`src/rtl/prio_presenter.sv`:
```
module prio_presenter #(
  parameter int LEVELS = 8,
  localparam int PW = $clog2(LEVELS)
) (
  input  logic          clk,
  input  logic          rst_n,
  input  logic          pend_valid,
  input  logic [PW-1:0] pend_prio,
  input  logic          reg_valid,
  input  logic          reg_wr,
  input  logic [1:0]    reg_addr,
  input  logic [7:0]    reg_wdata,
  output logic [15:0]   reg_rdata,
  output logic          irq_out
);

  function automatic logic [7:0] best(input logic [LEVELS-1:0] m);
    logic [7:0] r;
    r = 8'hFF;
    for (int p = LEVELS - 1; p >= 0; p--)
      if (m[LEVELS-1-p]) r = 8'(p);
    return r;
  endfunction

  logic [LEVELS-1:0] ipb_q, ipb_n, set_m, clr_m;
  logic [7:0]        cppr_q, cppr_n, pipr, pipr_n;
  logic              eo_q;

  wire rd   = reg_valid && !reg_wr;
  wire take = rd && reg_addr == 2'd1 && eo_q;
  wire cwr  = reg_valid && reg_wr && reg_addr == 2'd0;

  assign pipr    = best(ipb_q);
  assign irq_out = eo_q;

  always_comb begin
    for (int i = 0; i < LEVELS; i++) begin
      set_m[i] = pend_valid && (pend_prio == PW'(LEVELS - 1 - i));
      clr_m[i] = take && (pipr == 8'(LEVELS - 1 - i));
    end
  end

  assign ipb_n  = (ipb_q & ~clr_m) | set_m;
  assign cppr_n = take ? pipr : cwr ? reg_wdata : cppr_q;
  assign pipr_n = best(ipb_n);

  always_ff @(posedge clk) begin
    if (!rst_n) begin
      ipb_q     <= '0;
      cppr_q    <= 8'hFF;
      eo_q      <= 1'b0;
      reg_rdata <= '0;
    end else begin
      ipb_q  <= ipb_n;
      cppr_q <= cppr_n;
      eo_q   <= !take && (pipr_n < cppr_n);
      if (rd)
        case (reg_addr)
          2'd0: reg_rdata <= {eo_q, 7'b0, cppr_q};
          2'd1: reg_rdata <= {eo_q, 7'b0, cppr_n};
          2'd2: reg_rdata <= {8'h00, 8'(ipb_q)};
          default: reg_rdata <= {8'h00, pipr};
        endcase
    end
  end

endmodule

```
`config.mk`:
```
export PLATFORM = sky130hd
export DESIGN_NAME = prio_presenter
export DESIGN_NICKNAME = d
export VERILOG_FILES = /design/src/rtl/prio_presenter.sv
export SDC_FILE = /design/constraint.sdc
export NUM_CORES = 1
export LEC_CHECK = 0
export ABC_AREA = 1
export BUFFER_PORTS_ARGS = -buffer_cell sky130_fd_sc_hd__buf_2
export CAP_MARGIN = 20
export CORE_ASPECT_RATIO = 1.5
export CORE_MARGIN = 4
export CORE_UTILIZATION = 30
export DETAILED_ROUTE_END_ITERATION = 7
export GPL_TIMING_DRIVEN = 0
export MAX_ROUTING_LAYER = met4
export SYNTH_ARGS = -nofsm -noshare
export SYNTH_HDL_FRONTEND = slang
export SYNTH_SLANG_ARGS = --single-unit
```
`constraint.sdc`:
```
create_clock -name clk -period 3.05 [get_ports clk]
set_input_delay 0.915 -clock clk [delete_from_list [all_inputs] [get_ports clk]]
set_output_delay 0.915 -clock clk [all_outputs]
set_load 0.005 [all_outputs]
```
==> results.txt, run 1 <==
* Worst clock skew: 0.005361 ns
* Result of the run: completed
* Core Region: 5450 µm²
- In the routed design, unresolved DRC markers number 0.
- Max-cap violations in this run came to 0.
* Lkg Pwr: 1.085 nW
- Chip Width: 69.06 µm
* Count of buffers inserted at the top-level ports: 27
- Sum of net half-perimeters after detailed placement: 3717 µm
* Crit path cell chain: buf_2 -> inv_2 -> nor2_4 -> nand3_4 -> buf_4 -> nor2_2 -> a21oi_1 -> a31oi_2 -> nand2_2 -> nor3_4 -> buf_12 -> ha_1 -> a21oi_1 -> o2111ai_1 -> a21oi_2
* Power Density: 423.7 nW/µm²
* Initial core utilization: 30.79%
- sky130_fd_sc_hd__dfxtp_1 takes more of the synthesized area than any other cell.
* Class of the tightest hold or removal check: flip-flop to flip-flop
* Clock-pin transition on the worst setup and hold timing paths: 0.09 ns
- CTS tree: done
- Total congestion overflow: 0
- Compared with the post-synthesis result, the final layout area differs by 24.91%.
- The worst setup path is captured at a flip-flop.
- The floorplan step defined a die boundary enclosing 6878 µm².
- Setup violations remaining at the end of the flow were counted as 0.
* Antenna violations before repair: 0
* Crit-path max FO: 8
- The synthesized netlist devotes 18.94% of its cell area to compound gates.
- The final layout contains 322 nets.
- In this run the number of H-tree levels came out at 1.
- The number of hold violations in the final report was 0.
- The count of pins over their slew limit is 0.
* Total track usage: 14.18%
- Summed over all layers, the routed wires come to 4664 µm.
- After Yosys synthesis, XOR and XNOR cells account for 0% of the synthesized area.
- Derived from the worst setup path, the maximum achievable clock frequency is around 0.34 GHz.
* Ys Warns: 0
- Average instance area after synthesis: 6.606 µm²
- Clk_lat worst skew: 0.27 ns
- Summing every instance area after synthesis gives 1678 µm².
- Highest ir drop seen on vdd: about 220 µV
- Entering global routing, the biggest net connects 16 pins.
- Synthesis handed over a netlist of 254 instances.
- 35 I/O pins were placed.
- Fill cells in the final layout number 628.
- For the worst setup path, the data required time is 3.26 ns.
- Via count of the first global-routing pass: ~1700
* First-pass GRT wire length: 7631 µm
- Most prevalent standard cell on the critical path: sky130_fd_sc_hd__a21oi_1
* Startpoint type of the worst setup path: input port
* Worst setup slack after placement: -0.6212 ns
- Clock root buffer master: sky130_fd_sc_hd__clkbuf_8
- After synthesis, the largest family of logic cells by area is simple AND/OR/NAND/NOR gates.
* Ant diodes: 0
* Top area cells in the synthesized netlist: sky130_fd_sc_hd__dfxtp_1 31%, sky130_fd_sc_hd__nand2_1 16%, sky130_fd_sc_hd__inv_1 9.2%, sky130_fd_sc_hd__nor2_1 7.2%, sky130_fd_sc_hd__o221ai_1 6.3%
* Final critical-path setup slack: 0.1148 ns
- Adder-cell share of the synthesized area: 5.220%
* Number of clock sinks: 26
- In this run the deepest clock path goes through 2 buffers.
- Count of TritonRoute iterations in the first routing pass: 4
- The portion of synthesized area spent on multiplexers is 0%.
- Area share of and/or/nand/nor cells after synthesis: between 30% and 40%
- For this block, the via count after detailed routing is about 1700.
- The floorplan has 33 rows.
* Crit path largest cell delay: 0.24 ns
- Post-synth cell types: 29
- In this run, synthesis produced a sequential element count of 26.
- After synthesis, the largest area contributor takes up 31.02% of total cell area.
* Fraction of layout cells with a size suffix above 1: 21.62%
- Detail-routed via count per cell: roughly 4.7
- For this block, the initial DRC count from the detailed router was between 70 and 80.
- In this run the remaining antenna-violating nets after routing total 0.
* CTS Hold Buffers Added: 0
- The slowest stage of the critical path belongs to the cell sky130_fd_sc_hd__a31oi_2.
- The smallest clock period supported by the final layout is computed as 2.935 ns.
- Chip height: 99.60 µm
- Sequential elements use 31.02% of the synthesized area.
- Dividing the final minimum period by the clock period gives between 90% and 100%.
* Final total power: 0.8879 mW
- WP data arrival: 3.15 ns
- Crit path kind: input port to flip-flop
- Routability-driven placement finished with a final weighted congestion of between 0.8 and 0.9.
- The number of clock buffers added by TritonCTS is 3.
- DR WL/cell: 12.74 µm
-- metrics by stage --
stage | TNS (ns) | util (%) | cells | hold slack (ns) | instance area, µm²
2_1_floorplan | 0 | - | 260 | 0.4592 | 1700
3_3_place_gp | -0.5838 | 35.28 | 357 | 0.4535 | 1923
3_5_place_dp | -0.6212 | 35.28 | 357 | 0.4575 | 1923
4_1_cts | 0 | 37.37 | 364 | 0.4714 | 2037
5_1_grt | -0.01105 | 38.45 | 366 | 0.4941 | 2096
6_report | 0 | 38.45 | 366 | 0.4665 | 2096
-- cells by family after synthesis --
family / Yosys count
AND/OR/NAND/NOR: 119
buffers and inverters: 55
AO/OA/AOI/OAI: 46
flip-flops: 26
adder cells (fa/ha/maj): 7
other: 1
-- power by group --
| part | switching (mW) | internal (mW) |
|---|---|---|
| Sequential | 0.0103 | 0.358 |
| Clock | 0.110 | 0.176 |
| Combinational | 0.140 | 0.0945 |
| Total | 0.260 | 0.628 |
-- critical path, delay by kind of cell --
kind / cells / cell delay (ns)
AO/OA/AOI/OAI: 5 / 0.75
AND/OR/NAND/NOR: 5 / 0.74
buffers and inverters: 4 / 0.51
adder cells (fa/ha/maj): 1 / 0.23
-- state kept, by name, summed over array words and instances (netlist names) --
name / cells
reg_rdata: 9
irq_out: 1
ipb_q: 8
cppr_q: 8
-- layout make-up --
type,instances,area (µm²),share of cell area [%]
Buffer,10,63.81,3.045
Clock buffer,3,41.29,1.970
Clock inverter,1,30.03,1.433
Inverter,45,168.9,8.060
Multi-Input combinational cell,179,998.5,47.64
Sequential cell,26,520.5,24.84
Tap cell,70,87.58,4.179
Timing Repair Buffer,32,185.2,8.836
-- cells in the mapped netlist --
cell type                    n
sky130_fd_sc_hd__o21ai_0     7
sky130_fd_sc_hd__nor3_1      1
sky130_fd_sc_hd__o22ai_1     2
sky130_fd_sc_hd__nor2_4      1
sky130_fd_sc_hd__nand3_4     1
sky130_fd_sc_hd__nand3_1     6
sky130_fd_sc_hd__a21oi_2     1
sky130_fd_sc_hd__inv_1      41
sky130_fd_sc_hd__buf_4       7
sky130_fd_sc_hd__nor2_2      2
sky130_fd_sc_hd__nand3_2     1
sky130_fd_sc_hd__o31ai_1     1
sky130_fd_sc_hd__nor2_1     32
sky130_fd_sc_hd__nand2_1    72
sky130_fd_sc_hd__a21oi_1    17
sky130_fd_sc_hd__dfxtp_1    26
sky130_fd_sc_hd__and3_1      1
sky130_fd_sc_hd__a2111o_1    1
sky130_fd_sc_hd__o21ai_1     1
sky130_fd_sc_hd__conb_1      1
sky130_fd_sc_hd__clkbuf_1    3
sky130_fd_sc_hd__a31oi_2     1
sky130_fd_sc_hd__inv_2       4
sky130_fd_sc_hd__o221ai_1   12
sky130_fd_sc_hd__nor3_4      2
sky130_fd_sc_hd__o211ai_1    1
sky130_fd_sc_hd__o2111ai_1   1
sky130_fd_sc_hd__o21bai_4    1
sky130_fd_sc_hd__ha_1        7
-- path summary, 6_finish.rpt --
path                  from       endpoint  slack [ns]  depth (start not counted)
max reg2reg       ipb_q[3]        irq_out        0.47                         15
min          reg_rdata[15]  reg_rdata[15]        0.47                          2
max            reg_addr[0]        irq_out        0.11                         15
min reg2reg  reg_rdata[15]  reg_rdata[15]        0.47                          2
-- timing repair --
action | 4_1_cts | 5_1_grt
resized for setup | 4 | 7
setup buffers | 3 | 2
endpoints found under the setup margin | 1 | 1
cloned | 0 | 0
pin swaps | 3 | 4
-- routing by layer --
layer / vias up / part of all wire, % / GRT usage (%)
met1: 781 / 40 / 15.06
met3: 19 / 3.4 / 1.618
li1: 892 / - / -
met4: 0 / 3.8 / 6.767
met2: 43 / 53 / 25.88
met5: - / 0 / -
-- placed cells by master, fill, tap and decap left out, types with 2 or more instances in the layout --
master / instances
sky130_fd_sc_hd__o22ai_1: 2
sky130_fd_sc_hd__dfxtp_1: 26
sky130_fd_sc_hd__nor2_4: 3
sky130_fd_sc_hd__nor2_1: 31
sky130_fd_sc_hd__buf_2: 27
sky130_fd_sc_hd__nand3_1: 5
sky130_fd_sc_hd__o221ai_1: 12
sky130_fd_sc_hd__ha_1: 6
sky130_fd_sc_hd__nand3_2: 2
sky130_fd_sc_hd__conb_1: 7
sky130_fd_sc_hd__nor3_4: 3
sky130_fd_sc_hd__inv_2: 4
sky130_fd_sc_hd__o21ai_1: 2
sky130_fd_sc_hd__o21ai_0: 6
sky130_fd_sc_hd__clkbuf_8: 3
sky130_fd_sc_hd__inv_1: 41
sky130_fd_sc_hd__clkbuf_1: 3
sky130_fd_sc_hd__a21oi_2: 3
sky130_fd_sc_hd__a21oi_1: 15
sky130_fd_sc_hd__nand2_1: 71
sky130_fd_sc_hd__buf_4: 11
Note: power is estimated with default switching activity, not from simulation.
==> run 2, diff against run 1 <==
- CTS_CLUSTER_DIAMETER: not set -> 30
- RECOVER_POWER: not set -> 50
==> results.txt, run 2 (synthesis results as in run 1) <==
* Result of the run: completed
* Worst setup slack after placement: -0.6212 ns (unchanged)
- The mean routed wirelength per cell is 12.75 µm (about the same).
- The worst register-to-register path begins at ipb_q[6].
* Core Region: 5450 µm² (unchanged)
- The time the final worst path needs with I/O delays and setup came to 2.938 ns (+0.002857 ns).
* Via count of the first global-routing pass: 1718 (unchanged)
- Largest buffer count on any clock path: 2 (unchanged)
- Total track usage: 14.18% (unchanged)
* R2r worst-path depth: 14 (-1)
* Crit-path max FO: 8 (unchanged)
- Number of hold violations in the final report: 0 (unchanged)
* CTS Hold Buffers Added: 0 (unchanged)
* Number of flip-flops under the largest register name: 9 (unchanged)
* Total clock buffers created by CTS: 3 (unchanged)
- Among all stages on the critical path, the largest delay is contributed by sky130_fd_sc_hd__a31oi_2.
* Most frequent standard cell in the layout excluding fill and tap cells: sky130_fd_sc_hd__nand2_1
* Count of pins on the block boundary: 35 (unchanged)
- The count of pins over their slew limit came to 0 (unchanged).
- The maximum single-stage delay on the critical path came to 0.24 ns (about the same).
- The peak ir drop on the vdd network is 219.7 µV (-1.3%).
- Antenna Nets Post-Route: 0 (unchanged)
* Worst clock skew: 0.003416 ns (-0.001944 ns)
- The final cycle utilization of the critical path came to 96.33% (about the same).
* Nets: 322 (unchanged)
* Registers with the most flip-flops: reg_rdata (9), cppr_q (8), ipb_q (8)
* Total number of cells along the worst setup path: 15 (unchanged)
- The sum of routed wire length over all layers came to 4666 µm (about the same).
- The final cell count without fillers came to 366 (unchanged).
* Top library cells by usage in the layout, fill and taps aside: 71 x sky130_fd_sc_hd__nand2_1, 41 x sky130_fd_sc_hd__inv_1, 31 x sky130_fd_sc_hd__nor2_1
- Crit path cell chain: buf_2 -> inv_2 -> nor2_4 -> nand3_4 -> buf_4 -> nor2_2 -> a21oi_1 -> a31oi_2 -> nand2_2 -> nor3_4 -> buf_12 -> ha_1 -> a21oi_1 -> o2111ai_1 -> a21oi_2
* Sum of net half-perimeters after detailed placement: 3717 µm (unchanged)
* Buffers & Inverters on Critical Path: 4 (unchanged)
* Clock-pin transition on the worst setup and hold timing paths: 0.09 ns (about the same)
* Antenna violations before repair: 0 (unchanged)
- Placed Cells incl. Taps: 357 (unchanged)
* Maximum clock frequency: 0.3404 GHz (about the same)
- The worst setup slack after layout was 0.1120 ns (-0.002857 ns).
- Count of TritonRoute iterations in the first routing pass: 4 (unchanged)
- In this run the worst hold path is classified as flip-flop to flip-flop.
- Relative to the synthesized area, the layout overhead comes to 24.46%.
- The cell that appears most often on the critical path is sky130_fd_sc_hd__a21oi_1.
- Detail-routed via count per cell: 4.746 (+0.12%)
* Count of buffers inserted at the top-level ports: 27 (unchanged)
* Startpoint type of the worst setup path: input port
* FF-to-FF setup slack: 0.46 ns (about the same)
- The power density over the cells is 423.6 nW/µm² (about the same).
- The width of the chip is 69.06 µm (unchanged).
- In this run the clock root is driven by a sky130_fd_sc_hd__clkbuf_8.
- First-pass GRT wire length: 7631 µm (unchanged)
- The worst register-to-register path ends at irq_out.
- The die height came to 99.60 µm (unchanged).
- The via count was 1737 (+0.12%).
- The leakage power of the design was 1.062 nW (-2.1%).
* Core Util, Final: 38.32% (-0.14 points)
* Largest Register: reg_rdata
* CTS tree: done
- The critical path is of the input port to flip-flop type.
- Pin count of the biggest net entering global routing: 16 (unchanged)
- Ant diodes: 0 (unchanged)
- The required time of the critical path was 3.26 ns (about the same).
- Number of H-tree branching levels: 1 (unchanged)
- The kind of cell with the highest combined delay along the critical path is compound AO/OA/AOI/OAI gates.
* WP data arrival: 3.15 ns (about the same)
* Total congestion overflow: 0 (unchanged)
- The number of DRC markers in iteration 0 was 71 (-1.4%).
- The last weighted congestion value of the routability-driven placer was 0.8936 (unchanged).
- The number of remaining DRC errors is 0 (unchanged).
- Launch point of the worst path: reg_addr[0]
- The clock net sink count is 26 (unchanged).
- Max Cap Viol: 0 (unchanged)
- The latest clock arrival within the worst-skew pair came to 0.27 ns (about the same).
- The most critical setup path has its endpoint at irq_out.
- Die ar.: 6878 µm² (unchanged)
- The fraction of final layout cells with drive strength greater than 1 is 19.59% (-2.0 points).
- Kind of end point of the critical path: flip-flop
- # setup viols final: 0 (unchanged)
* Number of rows created at floorplan: 33 (unchanged)
* Initial core utilization: 30.79% (unchanged)
[run 2: timing repair]
| item | 4_1_cts | 5_1_grt |
|---|---|---|
| setup buffers | 3 | 2 |
| resized for setup | 4 | 7 |
| pin swaps | 3 | 4 |
| endpoints found under the setup margin | 1 | 1 |
[run 2: per-stage QoR]
step           hold slack (ns)  instance area (µm²)  setup TNS, ns  power (mW)
6_report                0.4681                 2088              0      0.8846
5_1_grt                 0.4972                 2088       -0.01105      0.9427
4_1_cts                 0.4714                 2037              0      0.8794
3_5_place_dp            0.4575                 1923        -0.6212      0.5808
3_3_place_gp            0.4535                 1923        -0.5838      0.5776
2_1_floorplan           0.4592                 1700              0      0.5173
[run 2: worst reg2reg max path: stages (launching register included)]
cell	delay, ns
sky130_fd_sc_hd__dfxtp_1	0.34
sky130_fd_sc_hd__nor2_1	0.17
sky130_fd_sc_hd__nand2_1	0.18
sky130_fd_sc_hd__nor3_4	0.26
sky130_fd_sc_hd__buf_4	0.15
sky130_fd_sc_hd__inv_2	0.04
sky130_fd_sc_hd__o21bai_4	0.15
sky130_fd_sc_hd__and3_1	0.22
sky130_fd_sc_hd__nand3_2	0.10
sky130_fd_sc_hd__nor3_4	0.16
sky130_fd_sc_hd__buf_12	0.14
sky130_fd_sc_hd__ha_1	0.23
sky130_fd_sc_hd__a21oi_1	0.14
sky130_fd_sc_hd__o2111ai_1	0.13
sky130_fd_sc_hd__a21oi_2	0.12
[run 2: final cells by class]
type                            count  area [µm²]
Tap cell                           70       87.58
Fill cell                         627        3362
Inverter                           45       168.9
Clock buffer                        3       41.29
Timing Repair Buffer               32       177.7
Buffer                             10       63.81
Multi-Input combinational cell    179       998.5
Sequential cell                    26       520.5
Clock inverter                      1       30.03
[run 2: report_power, final]
group	switching [mW]	internal, mW
sequential	0.0104	0.357
combinational	0.140	0.0931
clock	0.108	0.176
total	0.259	0.626
[run 2: routing by layer]
| layer | vias up | global-route usage [%] | routed length [µm] |
|---|---|---|---|
| li1 | 893 | - | - |
| met1 | 780 | 15.06 | 1829 |
| met2 | 47 | 25.88 | 2470 |
| met3 | 17 | 1.618 | 173 |
| met4 | 0 | 6.767 | 193 |
| met5 | - | - | 0 |
[run 2: how the worst min path moves through the flow]
stage,end,depth (start not counted),slack [ns],from
final,reg_rdata[15],2,0.47,reg_rdata[15]
after global routing,reg_rdata[15],2,0.50,reg_rdata[15]
after CTS,reg_rdata[15],2,0.47,reg_rdata[15]
after detailed placement,reg_rdata[15],2,0.46,reg_rdata[15]
after global placement,reg_rdata[15],2,0.45,reg_rdata[15]
after floorplan,reg_rdata[1],2,0.46,reg_rdata[1]
==> run 3, diff against run 2 <==
- BUFFER_PORTS_ARGS: -buffer_cell sky130_fd_sc_hd__buf_2 -> -buffer_cell sky130_fd_sc_hd__buf_4
- CAP_MARGIN: 20 -> not set
==> results.txt, run 3 (synthesis results as in run 1) <==
- The run finished with clean final reports.
- The critical path in this run is classified as input port to flip-flop.
- The pin count of the biggest net entering global routing was 16 (unchanged).
- Top library cells by usage in the layout, fill and taps aside: 71 x sky130_fd_sc_hd__nand2_1, 41 x sky130_fd_sc_hd__inv_1, 32 x sky130_fd_sc_hd__nor2_1
* Clock Power Share: 31.6% (-0.4 points)
* Total internal power: 0.6429 mW (+2.7%)
- Post-route minimum period: 2.966 ns (+0.02842 ns)
* Most frequent standard cell in the layout excluding fill and tap cells: sky130_fd_sc_hd__nand2_1
- The total net switching power came to 0.2657 mW (+2.8%).
* Final critical-path setup slack: 0.08355 ns (-0.02842 ns)
- Total congestion overflow: 0 (unchanged)
* Crit path cell chain: buf_4 -> inv_1 -> nor2_4 -> nand3_4 -> nor3_4 -> nand3_2 -> a21oi_2 -> and3_4 -> nand3_2 -> nor3_4 -> buf_12 -> ha_1 -> a21oi_2 -> o2111ai_1 -> a21oi_2
- Core Util, Final: 40.31% (+2.0 points)
* Post-route standard cell area excluding fillers: 2197 µm² (+5.2%)
- Antenna violations before repair: 0 (unchanged)
- The global routing met3 resource utilization came to 2.224% (+0.61 points).
* DR WL/cell: 12.88 µm (+0.99%)
* # setup viols final: 0 (unchanged)
- Total via count after detailed routing: 1720 (-0.98%)
* Nets: 324 (+0.62%)
- The leakage power of the design came to 1.111 nW (+4.6%).
- Startpoint type of the worst setup path: input port
- Sum of net half-perimeters after detailed placement: 3692 µm (-0.66%)
- Number of clock sinks: 26 (unchanged)
* Placed Cells incl. Taps: 357 (unchanged)
* Combinational cell fraction of total power: 27.9% (+1.5 points)
- Compared with the post-synthesis result, the final layout area differs by 30.95%.
- Post-route non-filler standard cell count: 368 (+0.55%)
* Number of flip-flops under the largest register name: 9 (unchanged)
* DRC violations left: 0 (unchanged)
- Count of buffers inserted at the top-level ports: 27 (unchanged)
- Global Route met2 Usage: 27.50% (+1.6 points)
- The maximum single-stage delay on the critical path is 0.25 ns (about the same).
- The global-route wire length before repair came to 7914 µm (+3.7%).
- Counting stages on the worst path, the most repeated cell is sky130_fd_sc_hd__a21oi_2.
* Clock-pin transition on the worst setup and hold timing paths: 0.09 ns (about the same)
- The required time of the critical path was 3.26 ns (about the same).
- The die height came to 99.60 µm (unchanged).
- The residual antenna-violating net count after detailed routing came to 0 (unchanged).
- The met1 track demand over resource is 15.36% (+0.30 points).
- Largest Register: reg_rdata
- The via count of the first global-routing pass is 1735 (+0.99%).
* Most used routing layer in global routing: met2
- The worst setup path is captured at a flip-flop.
* Power Density: 413.6 nW/µm² (-2.4%)
- Core Region: 5450 µm² (unchanged)
- The critical path data arrival time is 3.18 ns (+0.03 ns).
- Clk_lat worst skew: 0.27 ns (about the same)
* Total wire length after detailed routing: 4738 µm (+1.5%)
- First DRT Iteration DRCs: 84 (+18%)
- Number of rows created at floorplan: 33 (unchanged)
* Largest buffer count on any clock path: 2 (unchanged)
* Slew Viols, Final: 0 (unchanged)
* Count of pins on the block boundary: 35 (unchanged)
- CTS tree: done
- Class of the tightest hold or removal check: flip-flop to flip-flop
- Worst setup slack after placement: -0.5843 ns (+0.03691 ns)
- The total of fill cells in the finished design was 596 (-4.9%).
- Placer congestion estimate: 0.8779 (-1.8%)
- Sequential power share: 40.5% (-1.1 points)
* Maximum clock frequency: 0.3371 GHz (-0.96%)
- Max stage delay cell, worst path: sky130_fd_sc_hd__nor3_4
* Net switching share of the total power: 29.24% (about the same)
- The per-cell via count in the routed design was 4.674 (-1.5%).
- The count of inserted antenna diode cells was 0 (unchanged).
- The tree is rooted in a sky130_fd_sc_hd__clkbuf_8.
* Count of TritonRoute iterations in the first routing pass: 4 (unchanged)
- Registers with the most flip-flops: reg_rdata (9), cppr_q (8), ipb_q (8)
- The number of hold violations in the final report came to 0 (unchanged).
- Fraction of layout cells with a size suffix above 1: 23.15% (+3.6 points)
- The post-route total power came to 0.9087 mW (+2.7%).
- The floorplan die area came to 6878 µm² (unchanged).
- Chip Width: 69.06 µm (unchanged)
- Crit share post-route: 97.26% (+0.93 points)
* Placement-stage cell area: 1991 µm² (+3.5%)
- The peak ir drop on the vdd network came to 257.4 µV (+17%).
* Max Cap Viol: 0 (unchanged)
- The number of buffers created by CTS came to 3 (unchanged).
* Total track usage: 14.61% (+0.43 points)
- The peak fanout along the critical path was 5 (-3).
- Initial core utilization: 30.79% (unchanged)
* Worst clock skew: 0.004289 ns (+0.0008732 ns)
- Number of H-tree branching levels: 1 (unchanged)
[run 3: per-layer routing]
metal / vias to the layer above / share of wire [%]
met1: 769 / 39
met3: 13 / 3.4
li1: 896 / -
met5: - / 0
met2: 42 / 55
met4: 0 / 2.5
[run 3: cell type report]
| type | instances | area (µm²) | share of cell area (%) |
|---|---|---|---|
| plain buffers | 10 | 63.81 | 2.904 |
| inverters | 45 | 168.9 | 7.688 |
| well taps | 70 | 87.58 | 3.986 |
| clock buffers | 3 | 41.29 | 1.879 |
| clock inverters | 1 | 30.03 | 1.367 |
| repair buffers | 34 | 267.8 | 12.19 |
| flip-flops and latches | 26 | 520.5 | 23.69 |
| multi-input cells | 179 | 1017 | 46.30 |
[run 3: critical path, delay by kind of cell]
family / cells / cell delay (ns)
AO/OA/AOI/OAI: 4 / 0.56
buffers and inverters: 3 / 0.31
AND/OR/NAND/NOR: 7 / 1.13
adder cells (fa/ha/maj): 1 / 0.25
[run 3: timing repair]
item	in CTS	in global routing
setup buffers	0	7
gates resized for setup	2	10
endpoints found under the setup margin	1	1
hold buffers	0	0
pin swaps	0	9
[run 3: stage by stage]
step	TNS [ns]	hold slack (ns)
2_1_floorplan	0	0.4592
3_3_place_gp	-0.5833	0.4590
3_5_place_dp	-0.5843	0.4613
4_1_cts	0	0.4773
5_1_grt	-0.06190	0.5048
6_report	0	0.4694
[run 3: worst paths after layout]
check                                     end  cells past startpoint     startpoint  slack (ns)
worst max-delay path                  irq_out                     15      reg_valid        0.08
worst min-delay path            reg_rdata[15]                      2  reg_rdata[15]        0.47
worst max register to register        irq_out                     15       ipb_q[3]        0.43
worst min register to register  reg_rdata[15]                      2  reg_rdata[15]        0.47
[run 3: power groups by stage]
stage               logic (mW)  registers (mW)  clock network, mW
floorplan                0.142           0.375                  0
global placement         0.213           0.376                  0
detailed placement       0.215           0.376                  0
CTS                      0.220           0.369              0.293
global route             0.292           0.371              0.312
finish                   0.253           0.368              0.287
